--- config.mk ---
export PLATFORM = sky130hd
export DESIGN_NAME = sys_reset_gen
export DESIGN_NICKNAME = d
export VERILOG_FILES = /design/src/rtl/rg_pkg.sv /design/src/rtl/rg_sync.sv /design/src/rtl/rg_qualify.sv /design/src/rtl/rg_stretch.sv /design/src/rtl/sys_reset_gen.sv
export SDC_FILE = /design/constraint.sdc
export NUM_CORES = 1
export LEC_CHECK = 0
export ABC_AREA = 1
export ABC_CLOCK_PERIOD_IN_PS = 1800
export BUFFER_PORTS_ARGS = -buffer_cell sky130_fd_sc_hd__buf_4
export CAP_MARGIN = 20
export CORE_MARGIN = 2
export CORE_UTILIZATION = 40
export CTS_CLUSTER_DIAMETER = 150
export CTS_CLUSTER_SIZE = 28
export DETAILED_ROUTE_END_ITERATION = 6
export PLACE_DENSITY = 0.67
export SETUP_SLACK_MARGIN = 0.3
export SYNTH_ARGS = -nofsm -noshare
export SYNTH_HDL_FRONTEND = slang
export SYNTH_HIERARCHICAL = 1
export SYNTH_SLANG_ARGS = --single-unit
--- constraint.sdc ---
create_clock -name clk -period 1.8 [get_ports clk]
set_clock_uncertainty 0.05 [all_clocks]
set_input_delay 0.27 -clock clk [delete_from_list [all_inputs] [get_ports clk]]
set_output_delay 0.27 -clock clk [all_outputs]
set_load 0.01 [all_outputs]
--- src/rtl/rg_pkg.sv ---
// Shared helpers for the reset generator.
// Assumes: tick counts are positive integers.
package rg_pkg;

    // Width of a counter that must hold values 0..max_val.
    function automatic int cnt_width(input int max_val);
        return (max_val > 1) ? $clog2(max_val + 1) : 1;
    endfunction

    // Default constants in ticks of a 250 MHz clock.
    localparam int DEF_MR_MIN_TICKS  = 250;
    localparam int DEF_UV_MIN_TICKS  = 5000;
    localparam int DEF_STRETCH_TICKS = 45_000_000;

endpackage

--- src/rtl/rg_sync.sv ---
// Two-flop synchronizer, one lane per bit.
// Assumes: inputs are asynchronous levels; RST_VAL sets each lane's reset value.
module rg_sync #(
    parameter int              WIDTH   = 2,
    parameter logic [WIDTH-1:0] RST_VAL = '0
) (
    input  logic             clk,
    input  logic             rst_n,
    input  logic [WIDTH-1:0] d_async,
    output logic [WIDTH-1:0] q_sync
);

    for (genvar g = 0; g < WIDTH; g++) begin : g_lane
        logic meta_q;
        logic stab_q;

        // Two-stage capture of one asynchronous lane.
        always_ff @(posedge clk) begin
            if (!rst_n) begin
                meta_q <= RST_VAL[g];
                stab_q <= RST_VAL[g];
            end else begin
                meta_q <= d_async[g];
                stab_q <= meta_q;
            end
        end

        assign q_sync[g] = stab_q;
    end

endmodule

--- src/rtl/rg_qualify.sv ---
// Level qualifier: the output goes high once the input has been high for
// HOLD_TICKS consecutive edges, and drops on the first edge it sees low.
// Assumes: input is already synchronous; HOLD_TICKS >= 1.
module rg_qualify #(
    parameter int HOLD_TICKS = 8
) (
    input  logic clk,
    input  logic rst_n,
    input  logic act,
    output logic qual
);
    import rg_pkg::*;

    localparam int            CW   = cnt_width(HOLD_TICKS - 1);
    localparam logic [CW-1:0] LAST = CW'(HOLD_TICKS - 1);

    logic [CW-1:0] run_q;
    logic          qual_q;

    // Count consecutive active samples and flag the level once it has held long enough.
    always_ff @(posedge clk) begin
        if (!rst_n) begin
            run_q  <= '0;
            qual_q <= 1'b0;
        end else if (!act) begin
            run_q  <= '0;
            qual_q <= 1'b0;
        end else if (run_q == LAST) begin
            qual_q <= 1'b1;
        end else begin
            run_q  <= run_q + 1'b1;
        end
    end

    assign qual = qual_q;

endmodule

--- src/rtl/rg_stretch.sv ---
// Reset stretcher: holds the reset low while a cause is present and for
// STRETCH_TICKS edges after the last cause clears; a new cause restarts it.
// Assumes: cause is synchronous; the block reset starts a full period.
module rg_stretch #(
    parameter int STRETCH_TICKS = 40
) (
    input  logic clk,
    input  logic rst_n,
    input  logic cause,
    output logic rst_out_n
);
    import rg_pkg::*;

    localparam int            CW   = cnt_width(STRETCH_TICKS - 1);
    localparam logic [CW-1:0] LAST = CW'(STRETCH_TICKS - 1);

    logic [CW-1:0] cnt_q;
    logic          out_q;

    // Restart on any cause, count quiet cycles, and release at the end of the period.
    always_ff @(posedge clk) begin
        if (!rst_n || cause) begin
            cnt_q <= '0;
            out_q <= 1'b0;
        end else if (!out_q) begin
            if (cnt_q == LAST) begin
                out_q <= 1'b1;
            end else begin
                cnt_q <= cnt_q + 1'b1;
            end
        end
    end

    assign rst_out_n = out_q;

endmodule

--- src/rtl/sys_reset_gen.sv ---
// Top of the reset generator: synchronizes both causes, qualifies each against
// its own minimum active time, merges them and stretches the system reset.
// Also drives the watchdog-clear level from the qualified manual cause.
// Assumes: STRETCH_TICKS exceeds the qualifier latencies, so a cause present at
// power-on is qualified before the first release.
module sys_reset_gen #(
    parameter int MR_MIN_TICKS  = rg_pkg::DEF_MR_MIN_TICKS,
    parameter int UV_MIN_TICKS  = rg_pkg::DEF_UV_MIN_TICKS,
    parameter int STRETCH_TICKS = rg_pkg::DEF_STRETCH_TICKS
) (
    input  logic clk,
    input  logic por_n,
    input  logic uv_flag,
    input  logic man_rst_n,
    output logic sys_rst_n,
    output logic wdog_clr
);

    localparam int NCAUSE = 2;
    localparam int IDX_MR = 0;
    localparam int IDX_UV = 1;

    logic [NCAUSE-1:0] raw_act;
    logic [NCAUSE-1:0] sync_act;
    logic              mr_qual;
    logic              uv_qual;
    logic              cause_any;
    logic              wdog_clr_q;

    // Both causes are carried as active-high levels from here on.
    assign raw_act[IDX_MR] = ~man_rst_n;
    assign raw_act[IDX_UV] = uv_flag;

    rg_sync #(
        .WIDTH   (NCAUSE),
        .RST_VAL ('0)
    ) u_sync (
        .clk     (clk),
        .rst_n   (por_n),
        .d_async (raw_act),
        .q_sync  (sync_act)
    );

    rg_qualify #(
        .HOLD_TICKS (MR_MIN_TICKS)
    ) u_mr_qual (
        .clk   (clk),
        .rst_n (por_n),
        .act   (sync_act[IDX_MR]),
        .qual  (mr_qual)
    );

    rg_qualify #(
        .HOLD_TICKS (UV_MIN_TICKS)
    ) u_uv_qual (
        .clk   (clk),
        .rst_n (por_n),
        .act   (sync_act[IDX_UV]),
        .qual  (uv_qual)
    );

    assign cause_any = mr_qual | uv_qual;

    rg_stretch #(
        .STRETCH_TICKS (STRETCH_TICKS)
    ) u_stretch (
        .clk       (clk),
        .rst_n     (por_n),
        .cause     (cause_any),
        .rst_out_n (sys_rst_n)
    );

    // Register the watchdog clear so that it changes on the same edge as the reset.
    always_ff @(posedge clk) begin
        if (!por_n) begin
            wdog_clr_q <= 1'b0;
        end else begin
            wdog_clr_q <= mr_qual;
        end
    end

    assign wdog_clr = wdog_clr_q;

endmodule

Word-level counts from Yosys, hierarchy flattened
Cells that the tools add are included.

$add $sub $neg: 3. Bitwise gates (word level): 4. Equal/unequal tests: 3. Multipliers: 0. Div/mod/pow operators: 0. Reduce and logical (&&, ||, !) cells: 5. Shift operators: 0. Order comparisons: 0. Muxes and demuxes: 2.

Operators with widths (number): adder 26 x 1 -> 26 bit (second input constant) (1); == test 26 bit (second input constant) (1); adder 13 x 1 -> 13 bit (second input constant) (1); == test 13 bit (second input constant) (1); adder 8 x 1 -> 8 bit (second input constant) (1); == test 8 bit (second input constant) (1); AND reduction 2 bit (3); inverter 1 bit (3); 2-to-1 mux 1 bit (2); logical NOT 1 bit (1); logical OR 1 bit (1); bitwise OR 1 bit (1).

Bits in latches: 0. Memories: 0. ROM bits: 0. Input bits: 4. Bits in registers: 55. Logic and storage cells: 28. Bits in writable memories: 0.

Longest topological paths before layout
Gate-level depths: netlist (run 1).

Depth in word-level cells: 3. Depth in mapped cells: 9. Depth with buffers taken out: 9.

By module
Netlist (run 1), hierarchy kept.

Modules (own cells, without submodules): rg_stretch (cells each 257, instances 1, seq. area each 540.5 µm², area an instance 1584.0 µm²); rg_qualify (u_uv_qual) (cells each 112, instances 1, seq. area each 280.3 µm², area an instance 755.7 µm²); rg_qualify (u_mr_qual) (cells each 66, instances 1, seq. area each 180.2 µm², area an instance 459.2 µm²); rg_sync (cells each 14, instances 1, seq. area each 80.1 µm², area an instance 125.1 µm²); sys_reset_gen (cells each 7, instances 1, seq. area each 20.0 µm², area an instance 42.5 µm²).

Worst setup path after synthesis (run 1)
Ideal clock, no wire load.

Path kind: reg2reg. From: reg u_stretch.cnt_q[0]. To: reg u_stretch.cnt_q[14]. Data arrival time: 1.237 ns. Path slack: 0.390 ns. Period minus slack after synthesis: 1.410 ns. Cell stages (with the launch flop): 9. Path through: dfxtp_1 > ha_1 > nand2_1 > nor2_2 > nand2_1 > nor2_2 > nand2_1 > o21ai_1 > a21oi_1.

Cells in the longest elaborated chain, start to end: 3. Elaborated cells between the ends (all ways): 4.

RTL lines: start: declaration (RTL line rg_stretch.sv:17) `logic [CW-1:0] cnt_q;`; start signal: assignment (RTL line rg_stretch.sv:29) `cnt_q <= cnt_q + 1'b1;`; parallel branches: the longest is 3 deep, another holds adder 26 x 1 -> 26 bit.

Several ways; the timed one is not identified. A chain may end at the register's enable or synchronous reset.

Worst setup path after layout (run 1)
From: reg u_stretch.cnt_q[3]. To: reg u_stretch.cnt_q[17].

Same word-level chain as after synthesis.

==> results of run 1 <==
==> how the worst max path moves through the flow <==
stage / end / cells past startpoint / startpoint
after floorplan: u_stretch/cnt_q[14] / 8 / u_stretch/cnt_q[0]
after global placement: u_stretch/cnt_q[14] / 8 / u_stretch/cnt_q[0]
after detailed placement: u_stretch/cnt_q[14] / 8 / u_stretch/cnt_q[0]
after CTS: u_stretch/cnt_q[17] / 7 / u_stretch/cnt_q[2]
after global routing: u_stretch/cnt_q[21] / 8 / u_stretch/cnt_q[1]
final: u_stretch/cnt_q[17] / 9 / u_stretch/cnt_q[3]
==> area by class of cell <==
class,instances,area (µm²),share of cell area (%)
clock buffer,7,86.3,2.53
multi-input combinational,325,1680,49.2
tap,99,124,3.63
sequential,55,1120,32.7
inverter,70,267,7.80
clock inverter,1,8.76,0.256
timing repair buffer,16,133,3.88
==> timing repair <==
item	4_1_cts	5_1_grt
setup buffers	3	5
setup endpoints to repair	15	25
pin swaps	3	6
gates resized for setup	9	31
==> synth_stat cells <==
master / number
inv_1: 64
a31oi_1: 1
nand3_2: 4
nor3_1: 9
nand4_1: 10
a21oi_1: 34
nand3_1: 34
o21ai_1: 7
nor2_4: 5
nor3_4: 1
nor2_1: 67
nand3b_1: 2
nand2_4: 1
xor2_1: 4
nand2_1: 113
a21oi_2: 2
nor2_2: 9
nor3_2: 1
dfxtp_1: 55
nand2_2: 6
o21ai_0: 9
buf_4: 2
nor3b_1: 1
inv_2: 6
ha_1: 4
clkbuf_1: 2
buf_2: 2
a21boi_0: 1
==> cells by family after synthesis <==
logic type	synth area share, %
AOI/OAI and AO/OA	9.49
DFF	37.1
xor gates and xnor gates	1.18
buffers and inverters	9.95
and+or+nand+nor	40.6
adders and majority gates	1.69
==> report_power, final <==
group	total (mW)	internal, mW	switching [mW]
registers	1.24	1.23	0.0107
logic	0.0800	0.0376	0.0424
clock network	0.717	0.316	0.400
==> layer usage <==
layer | track usage (%) | routed length, µm
met1 | 20.8 | 3110
met2 | 26.9 | 3080
met3 | 2.18 | 209
met4 | 3.97 | 26
met5 | 0 | 0
==> per-stage QoR <==
stage	std cells	hold slack, ns
finish	573	0.0984
global route	573	0.102
CTS	568	0.0850
detailed placement	557	0.355
global placement	557	0.347
floorplan	456	0.313
==> worst max-delay path: stages (launching register included) <==
cell	delay, ns
dfxtp_4	0.38
nand2_2	0.08
inv_1	0.09
nand2_2	0.09
nor3_4	0.27
nand2_2	0.15
nor2_4	0.11
nand2_1	0.05
nand2_1	0.06
nor2_1	0.03
==> flip-flops by register name (all words and copies together) (netlist names) <==
name and flops:
u_stretch/rst_out_n 1, u_sync/g_lane.meta_q 2, wdog_clr 1, u_uv_qual/qual 1, u_mr_qual/qual 1, u_stretch/cnt_q 26
u_sync/g_lane.stab_q 2, u_mr_qual/run_q 8, u_uv_qual/run_q 13
==> results.toml, run 1 <==
[sta]
tightest_slew_ns = 0.263
setup_ws_ns = 0.350
fmax_mhz = 690
finalCritPeriodShare_pct = 80.6
slew_headroom_pct = 82.3
setup_violations = 0
slew_viol_final = 0
period_minus_slack_ns = 1.45
fin_tns_setup_ns = 0
rsz0062_at_grt = "true"
hold_viol = 0

[grt]
grt_pass1_wl_um = 10800
grt_max_degree = 17
grt_pass1_vias = 2459
antenna_found_initial = 0
gr-total-overflow = 0
grt_usage_pct = 15.7

[drt]
routed_wl_um = 6430
drtPass1Iterations = 4
drtIter0Drc = 154
wl_per_cell_um = 11.2
drc = 0
vias = 2754
antenna_left = 0
viasPerCell = 4.81

[clocking]
clkTransAtPathRegs_ns = 0.10
cts.sinks = 55
holdBufCountCts = 0
clock_path_buffers = 2
cts_tree = "done"
cts_buffers = 5
h-tree-depth = 2
cts_root_buf = "clkbuf_8"
insertion_delay_ns = 0.30

[placement]
gp_congestion = 0.893
place_ws_ns = 0.219
dpl_cell_area_um2 = 3120
port-buffer-count = 5
hpwl_um = 4600

[die]
initial_core_util_pct = 41.1
io_pins = 6
die_y_um = 90.1
core_um2 = 7210
dieArea_um2 = 8120
die_x_um = 90.1
num_rows = 31

[logic_synthesis]
synth_top_area_cell = "dfxtp_1"
synthCells = 456
synth_area_leaders = "dfxtp_1, nand2_1, nor2_1"
synth_fp_nets = 464
synth-warning-count = 6
ys_seq_elements = 55
ys_seq_area_share_pct = 37.1
synth_cell_type_count = 28
syn_area_um2 = 2970
synth_top_area_share_pct = 37.1
syn_area_per_cell_um2 = 6.51

[hold_path]
min_from = "uv_flag"
worstHoldPathCells = 3
min_to = "u_sync/g_lane[1].meta_q"
min_path_type = "input port to flop"

[cells_and_area]
final_nets = 481
area_delta_synth_final_pct = 15.1
insertedDiodeCount = 0
layout_commonest_cell = "nand2_1"
post-route-util_pct = 47.3
nFillCells = 736
drive_gt1_share_pct = 18.4
final_cell_area_um2 = 3420
mostFrequentLayoutCells = "nand2_1, inv_1, nor2_1"

[status]
status = "completed"

[power]
ir_worst_vdd_v = 0.000422
powerDensity_nw_per_um2 = 595
p_leak_nw = 1.30
total_power_mw = 2.03

[flow_run]
maxCapViolCount = 0

[setup_path]
crit_type = "flop to flop"
worst_ep_arrival_time_ns = 1.61
r2r_slack_ns = 0.35
worstPathMaxFanout = 4
worstPathRequired_ns = 1.96
critPathLaunchType = "flop"
r2r_cells = 9
r2r_start = "u_stretch/cnt_q[3]"
timing.rr.end = "u_stretch/cnt_q[17]"
worstSetupEndpointType = "flop"
(Power assumes the default switching activity.)
==> inputs of run 2 (changes only) <==
--- a/config.mk
+++ b/config.mk
@@ -5,8 +5,8 @@
 export SDC_FILE = /design/constraint.sdc
 export NUM_CORES = 1
 export LEC_CHECK = 0
-export ABC_AREA = 1
-export ABC_CLOCK_PERIOD_IN_PS = 1800
+export ABC_AREA = 0
+export ABC_CLOCK_PERIOD_IN_PS = 1200
 export BUFFER_PORTS_ARGS = -buffer_cell sky130_fd_sc_hd__buf_4
 export CAP_MARGIN = 20
 export CORE_MARGIN = 2
@@ -14,7 +14,7 @@
 export CTS_CLUSTER_DIAMETER = 150
 export CTS_CLUSTER_SIZE = 28
 export DETAILED_ROUTE_END_ITERATION = 6
-export PLACE_DENSITY = 0.67
+export PLACE_DENSITY = 0.69
 export SETUP_SLACK_MARGIN = 0.3
 export SYNTH_ARGS = -nofsm -noshare
 export SYNTH_HDL_FRONTEND = slang
==> constraint.sdc (replaced) <==
create_clock -name clk -period 1.2 [get_ports clk]
set_clock_uncertainty 0.05 [all_clocks]
set_input_delay 0.18 -clock clk [delete_from_list [all_inputs] [get_ports clk]]
set_output_delay 0.18 -clock clk [all_outputs]
set_load 0.01 [all_outputs]
==> results.toml, run 2 <==
[placement]
port-buffer-count = 5
place_ws_ns = -0.499
hpwl_um = 3990
place_inst = 423
gp_congestion = 0.802

[logic_synthesis]
synth_edf_count = 0
syn_area_um2 = 2520
synth_common_cells = "dfxtp_1, nor2_1, xor2_1"
synthCells = 282
synth_top_area_share_pct = 43.7
synth_cell_type_count = 46
ys_seq_elements = 55
synth_top_area_cell = "dfxtp_1"
synth-warning-count = 6
syn_area_per_cell_um2 = 8.93
synth_area_leaders = "dfxtp_1, xor2_1, nand4_1"
ys.flop_type = "dfxtp_1"
synthArstFlopShare_pct = 0
synth_fp_nets = 290
ys_seq_area_share_pct = 43.7
post-synth-top-count-cell = "dfxtp_1"

[clocking]
clkTransAtPathRegs_ns = 0.10
cts_root_buf = "clkbuf_8"
insertion_delay_ns = 0.32
clock_path_buffers = 2
h-tree-depth = 2
cts_buffers = 5
cts.sinks = 55
cts_tree = "done"

[cells_and_area]
layout_commonest_cell = "buf_4"
nFillCells = 411
top_register = "u_stretch/cnt_q"
final_nets = 384
top_regs = "u_stretch/cnt_q x26, u_uv_qual/run_q x13, u_mr_qual/run_q x8"
drive_gt1_share_pct = 52.0
insertedDiodeCount = 0
largest_register_ffs = 26
mostFrequentLayoutCells = "buf_4, nor2_1, dfxtp_1"
seq_area_um2 = 1160
area_delta_synth_final_pct = 59.8
final_cells = 452
multiInputGateArea_um2 = 1750

[setup_path]
critPathLaunchType = "flop"
timing.rr.end = "u_stretch/cnt_q[2]"
cp-startpoint = "u_stretch/cnt_q[14]"
r2r_cells = 7
worstPathRequired_ns = 1.41
worstPathMaxFanout = 5
r2r_slack_ns = -0.46
r2r_start = "u_stretch/cnt_q[14]"
worstSetupEndpointType = "flop"
critPathCapture = "u_stretch/cnt_q[2]"
worst_ep_arrival_time_ns = 1.87
crit_type = "flop to flop"

[drt]
drc = 0
vias = 2424
wl_per_cell_um = 14.5
drtPass1Iterations = 4
viasPerCell = 5.36
routed_wl_um = 6560
drtIter0Drc = 98
antenna_left = 0

[die]
initial_core_util_pct = 42.0
die_y_um = 83.4
num_rows = 28
dieArea_um2 = 6950
die_x_um = 83.4
io_pins = 6
core_um2 = 5990

[status]
status = "finished, violations left"
violations = "negative setup slack"

[flow_run]
maxCapViolCount = 0

[grt]
grt_pass1_vias = 2286
grt_usage_pct = 18.0
grt_max_degree = 18
antenna_found_initial = 0
grt_pass1_wl_um = 10400
gr-total-overflow = 0

[hold_path]
min_path_type = "input port to flop"
worstHoldPathCells = 3

[sta]
setup_ws_ns = -0.461
slew_headroom_pct = 80.4
finalCritPeriodShare_pct = 138
fmax_mhz = 602
hold_viol = 0
slew_viol_final = 0
rsz0062_at_grt = "true"
setup_violations = 45
period_minus_slack_ns = 1.66
tightest_slew_ns = 0.291

[power]
clockPowerShare_pct = 38.7
p_switching_mw = 0.720
total_power_mw = 3.25
combinationalPowerShare_pct = 4.7
ir_worst_vdd_v = 0.000503
powerDensity_nw_per_um2 = 808
p_leak_nw = 1.52
p_sw_share_pct = 22.2
seqPwrFrac_pct = 56.6
p_int_mw = 2.53
[run 2: logic make-up (layout without fill, tap and decap cells)]
family / Yosys count / count (layout) / share of synthesized area (%)
mux: 3 / 3 / 1.19
xor+xnor: 23 / 23 / 8.00
simple gates: 141 / 141 / 32.3
buf+inv: 17 / 112 / 2.93
fa+ha+maj: 4 / 4 / 1.99
compound gates: 39 / 39 / 9.89
flops: 55 / 55 / 43.7
[run 2: metrics by stage]
step,hold slack [ns],area (µm²),utilization (%),setup TNS [ns]
after floorplan,0.252,2740,-,-8.47
after global placement,0.338,3350,55.9,-10.88
after detailed placement,0.345,3350,55.9,-11.62
after CTS,0.0527,3750,62.5,-10.84
after global routing,0.0733,4020,67.2,-14.91
final,0.0633,4020,67.2,-11.45
[run 2: area by class of cell]
class,count,share of cell area [%]
timing repair buffer,97,22.0
inverter,7,0.715
tap,75,2.33
multi-input combinational,210,43.4
clock inverter,3,1.09
sequential,55,28.8
clock buffer,5,1.71
[run 2: worst max-delay path, stage by stage, from the launching register on]
cell      delay (ns)
dfxtp_1         0.40
and4b_1         0.21
nand4_1         0.09
buf_4           0.14
o21bai_4        0.09
buf_6           0.14
or4_1           0.40
nand2_1         0.09
[run 2: per-layer routing]
metal / up-vias / share of wire (%) / track usage (%)
met1: 1172 / 44 / 23.3
met2: 34 / 51 / 30.5
met4: 0 / 1.4 / 5.81
met5: - / 0 / 0
li1: 1209 / - / -
met3: 9 / 2.8 / 2.98
[run 2: repair_timing]
| item | 4_1_cts | 5_1_grt |
|---|---|---|
| setup endpoints to repair | 51 | 52 |
| gates cloned | 2 | 1 |
| pin swaps | 35 | 27 |
| endpoints found under the hold margin | 1 | 0 |
| buffers inserted | 10 | 7 |
| hold buffers | 1 | 0 |
| resized for setup | 45 | 43 |
[run 2: power groups by stage]
stage | Clock (mW) | Combinational [mW] | Sequential, mW
after detailed placement | 0 | 0.111 | 1.89
after global placement | 0 | 0.108 | 1.88
final | 1.26 | 0.152 | 1.84
after global routing | 1.35 | 0.165 | 1.84
after floorplan | 0 | 0.0526 | 1.89
after CTS | 1.30 | 0.131 | 1.84
[run 2: worst min-delay path by stage]
| stage | startpoint | endpoint | slack, ns |
|---|---|---|---|
| floorplan | por_n | u_sync/g_lane[0].stab_q | 0.25 |
| global placement | uv_flag | u_sync/g_lane[1].meta_q | 0.34 |
| detailed placement | uv_flag | u_sync/g_lane[1].meta_q | 0.34 |
| CTS | man_rst_n | u_sync/g_lane[0].meta_q | 0.05 |
| global route | man_rst_n | u_sync/g_lane[0].meta_q | 0.07 |
| finish | man_rst_n | u_sync/g_lane[0].meta_q | 0.06 |
==> inputs of run 3 (changes only) <==
--- a/config.mk
+++ b/config.mk
@@ -6,15 +6,15 @@
 export NUM_CORES = 1
 export LEC_CHECK = 0
 export ABC_AREA = 0
-export ABC_CLOCK_PERIOD_IN_PS = 1200
 export BUFFER_PORTS_ARGS = -buffer_cell sky130_fd_sc_hd__buf_4
 export CAP_MARGIN = 20
+export CORE_ASPECT_RATIO = 0.7
 export CORE_MARGIN = 2
 export CORE_UTILIZATION = 40
 export CTS_CLUSTER_DIAMETER = 150
 export CTS_CLUSTER_SIZE = 28
 export DETAILED_ROUTE_END_ITERATION = 6
-export PLACE_DENSITY = 0.69
+export PLACE_DENSITY = 0.62
 export SETUP_SLACK_MARGIN = 0.3
 export SYNTH_ARGS = -nofsm -noshare
 export SYNTH_HDL_FRONTEND = slang
==> results.toml, run 3 (synthesis gave the netlist of run 2 again) <==
[status]
status = "finished, violations left"
violations = "negative setup slack"

[clocking]
clock_path_buffers = 2
cts_root_buf = "clkbuf_8"
insertion_delay_ns = 0.31
holdBufCountCts = 0
h-tree-depth = 2
cts_buffers = 5
clkTransAtPathRegs_ns = 0.10
cts.sinks = 55
cts_tree = "done"

[setup_path]
cp-startpoint = "u_stretch/cnt_q[7]"
path_cells = "and4_4 -> nand3_1 -> or4_1 -> or3_1 -> a21oi_1"
critPathSlowestCell = "or4_1"
critPathCapture = "u_stretch/cnt_q[14]"
worstPathRequired_ns = 1.39
critPathLaunchType = "flop"
crit_family = "simple AND/OR/NAND/NOR gates"
worstSetupEndpointType = "flop"
r2r_start = "u_stretch/cnt_q[7]"
crit_buf_inv = 0
crit_type = "flop to flop"
r2r_slack_ns = -0.48
r2r_cells = 5
cp.depth = 5
timing.rr.end = "u_stretch/cnt_q[14]"
worst_ep_arrival_time_ns = 1.87
worstPathMaxFanout = 3
slowest_delay_ns = 0.42

[die]
io_pins = 6
initial_core_util_pct = 40.9
die_y_um = 70.4
core_um2 = 6160
num_rows = 24
dieArea_um2 = 6960
die_x_um = 98.8

[placement]
port-buffer-count = 5
dpl_cell_area_um2 = 3320
place_ws_ns = -0.542
hpwl_um = 4140
gp_congestion = 0.842

[cells_and_area]
nFillCells = 480
final_cell_area_um2 = 3900
area_delta_synth_final_pct = 54.7
insertedDiodeCount = 0
top_register = "u_stretch/cnt_q"
drive_gt1_share_pct = 50.3
mostFrequentLayoutCells = "buf_4, nor2_1, dfxtp_1"
final_nets = 375
largest_register_ffs = 26
post-route-util_pct = 63.3
layout_commonest_cell = "buf_4"
top_regs = "u_stretch/cnt_q x26, u_uv_qual/run_q x13, u_mr_qual/run_q x8"

[sta]
period_minus_slack_ns = 1.68
tightest_slew_ns = 0.281
setup_violations = 44
hold_viol = 0
rsz0062_at_grt = "true"
fmax_mhz = 596
finalCritPeriodShare_pct = 140
slew_viol_final = 0
fin_tns_setup_ns = -11.84
setup_ws_ns = -0.477
timing.hold.ws_ns = 0.0201
slew_headroom_pct = 81.0

[grt]
grt_usage_pct = 19.1
grt_pass1_wl_um = 10700
antenna_found_initial = 0
grt_pass1_vias = 2195
grt_max_degree = 17
gr-total-overflow = 0

[power]
ir_worst_vdd_v = 0.000655
p_leak_nw = 1.48
powerDensity_nw_per_um2 = 834

[drt]
drtIter0Drc = 160
routed_wl_um = 6520
wl_per_cell_um = 14.6
drtPass1Iterations = 4
viasPerCell = 5.33
antenna_left = 0
drc = 0
vias = 2377

[hold_path]
min_path_type = "input port to flop"

[flow_run]
maxCapViolCount = 0
-- run 3: layout make-up --
type / count / area, µm² / area share [%]
clock inverter: 2 / 35.0 / 0.899
clock buffer: 6 / 82.6 / 2.12
multi-input combinational: 210 / 1690 / 43.3
sequential: 55 / 1160 / 29.8
timing repair buffer: 88 / 806 / 20.7
tap: 78 / 97.6 / 2.50
inverter: 7 / 28.8 / 0.739
-- run 3: worst min-delay path by stage --
stage            start                      end  slack (ns)  cells after the start
4_1_cts        uv_flag  u_sync/g_lane[1].meta_q        0.01                      2
3_5_place_dp   uv_flag  u_sync/g_lane[1].meta_q        0.35                      2
3_3_place_gp   uv_flag  u_sync/g_lane[1].meta_q        0.34                      2
2_1_floorplan    por_n  u_sync/g_lane[0].stab_q        0.25                      1
6_report       uv_flag  u_sync/g_lane[1].meta_q        0.02                      2
5_1_grt        uv_flag  u_sync/g_lane[1].meta_q        0.01                      2
-- run 3: routing by layer --
| layer | vias to the layer above | track usage (%) | part of all wire (%) |
|---|---|---|---|
| met5 | - | 0 | 0 |
| met4 | 0 | 3.96 | 1.2 |
| met3 | 9 | 3.60 | 5.0 |
| met2 | 59 | 26.9 | 42 |
| met1 | 1120 | 29.9 | 51 |
| li1 | 1189 | - | - |
-- run 3: repair_timing --
action | in CTS | in global routing
gates resized for setup | 47 | 28
buffers inserted | 14 | 4
cloned | 2 | 0
setup endpoints to repair | 51 | 52
pin swaps | 36 | 20
-- run 3: report_power, final --
group          total [mW]  switching (mW)  internal [mW]
Combinational       0.118          0.0580         0.0603
Clock                1.29           0.614          0.676
Sequential           1.84          0.0142           1.82
-- run 3: worst register-to-register path, stage by stage (launching register included) --
cell	delay [ns]
dfxtp_2	0.36
and4_4	0.22
nand3_1	0.10
or4_1	0.42
or3_1	0.33
a21oi_1	0.13
-- run 3: metrics by stage --
step	power (mW)	cells
6_report	3.25	446
3_5_place_dp	2.00	418
5_1_grt	3.36	446
2_1_floorplan	1.94	282
4_1_cts	3.28	442
3_3_place_gp	2.00	418
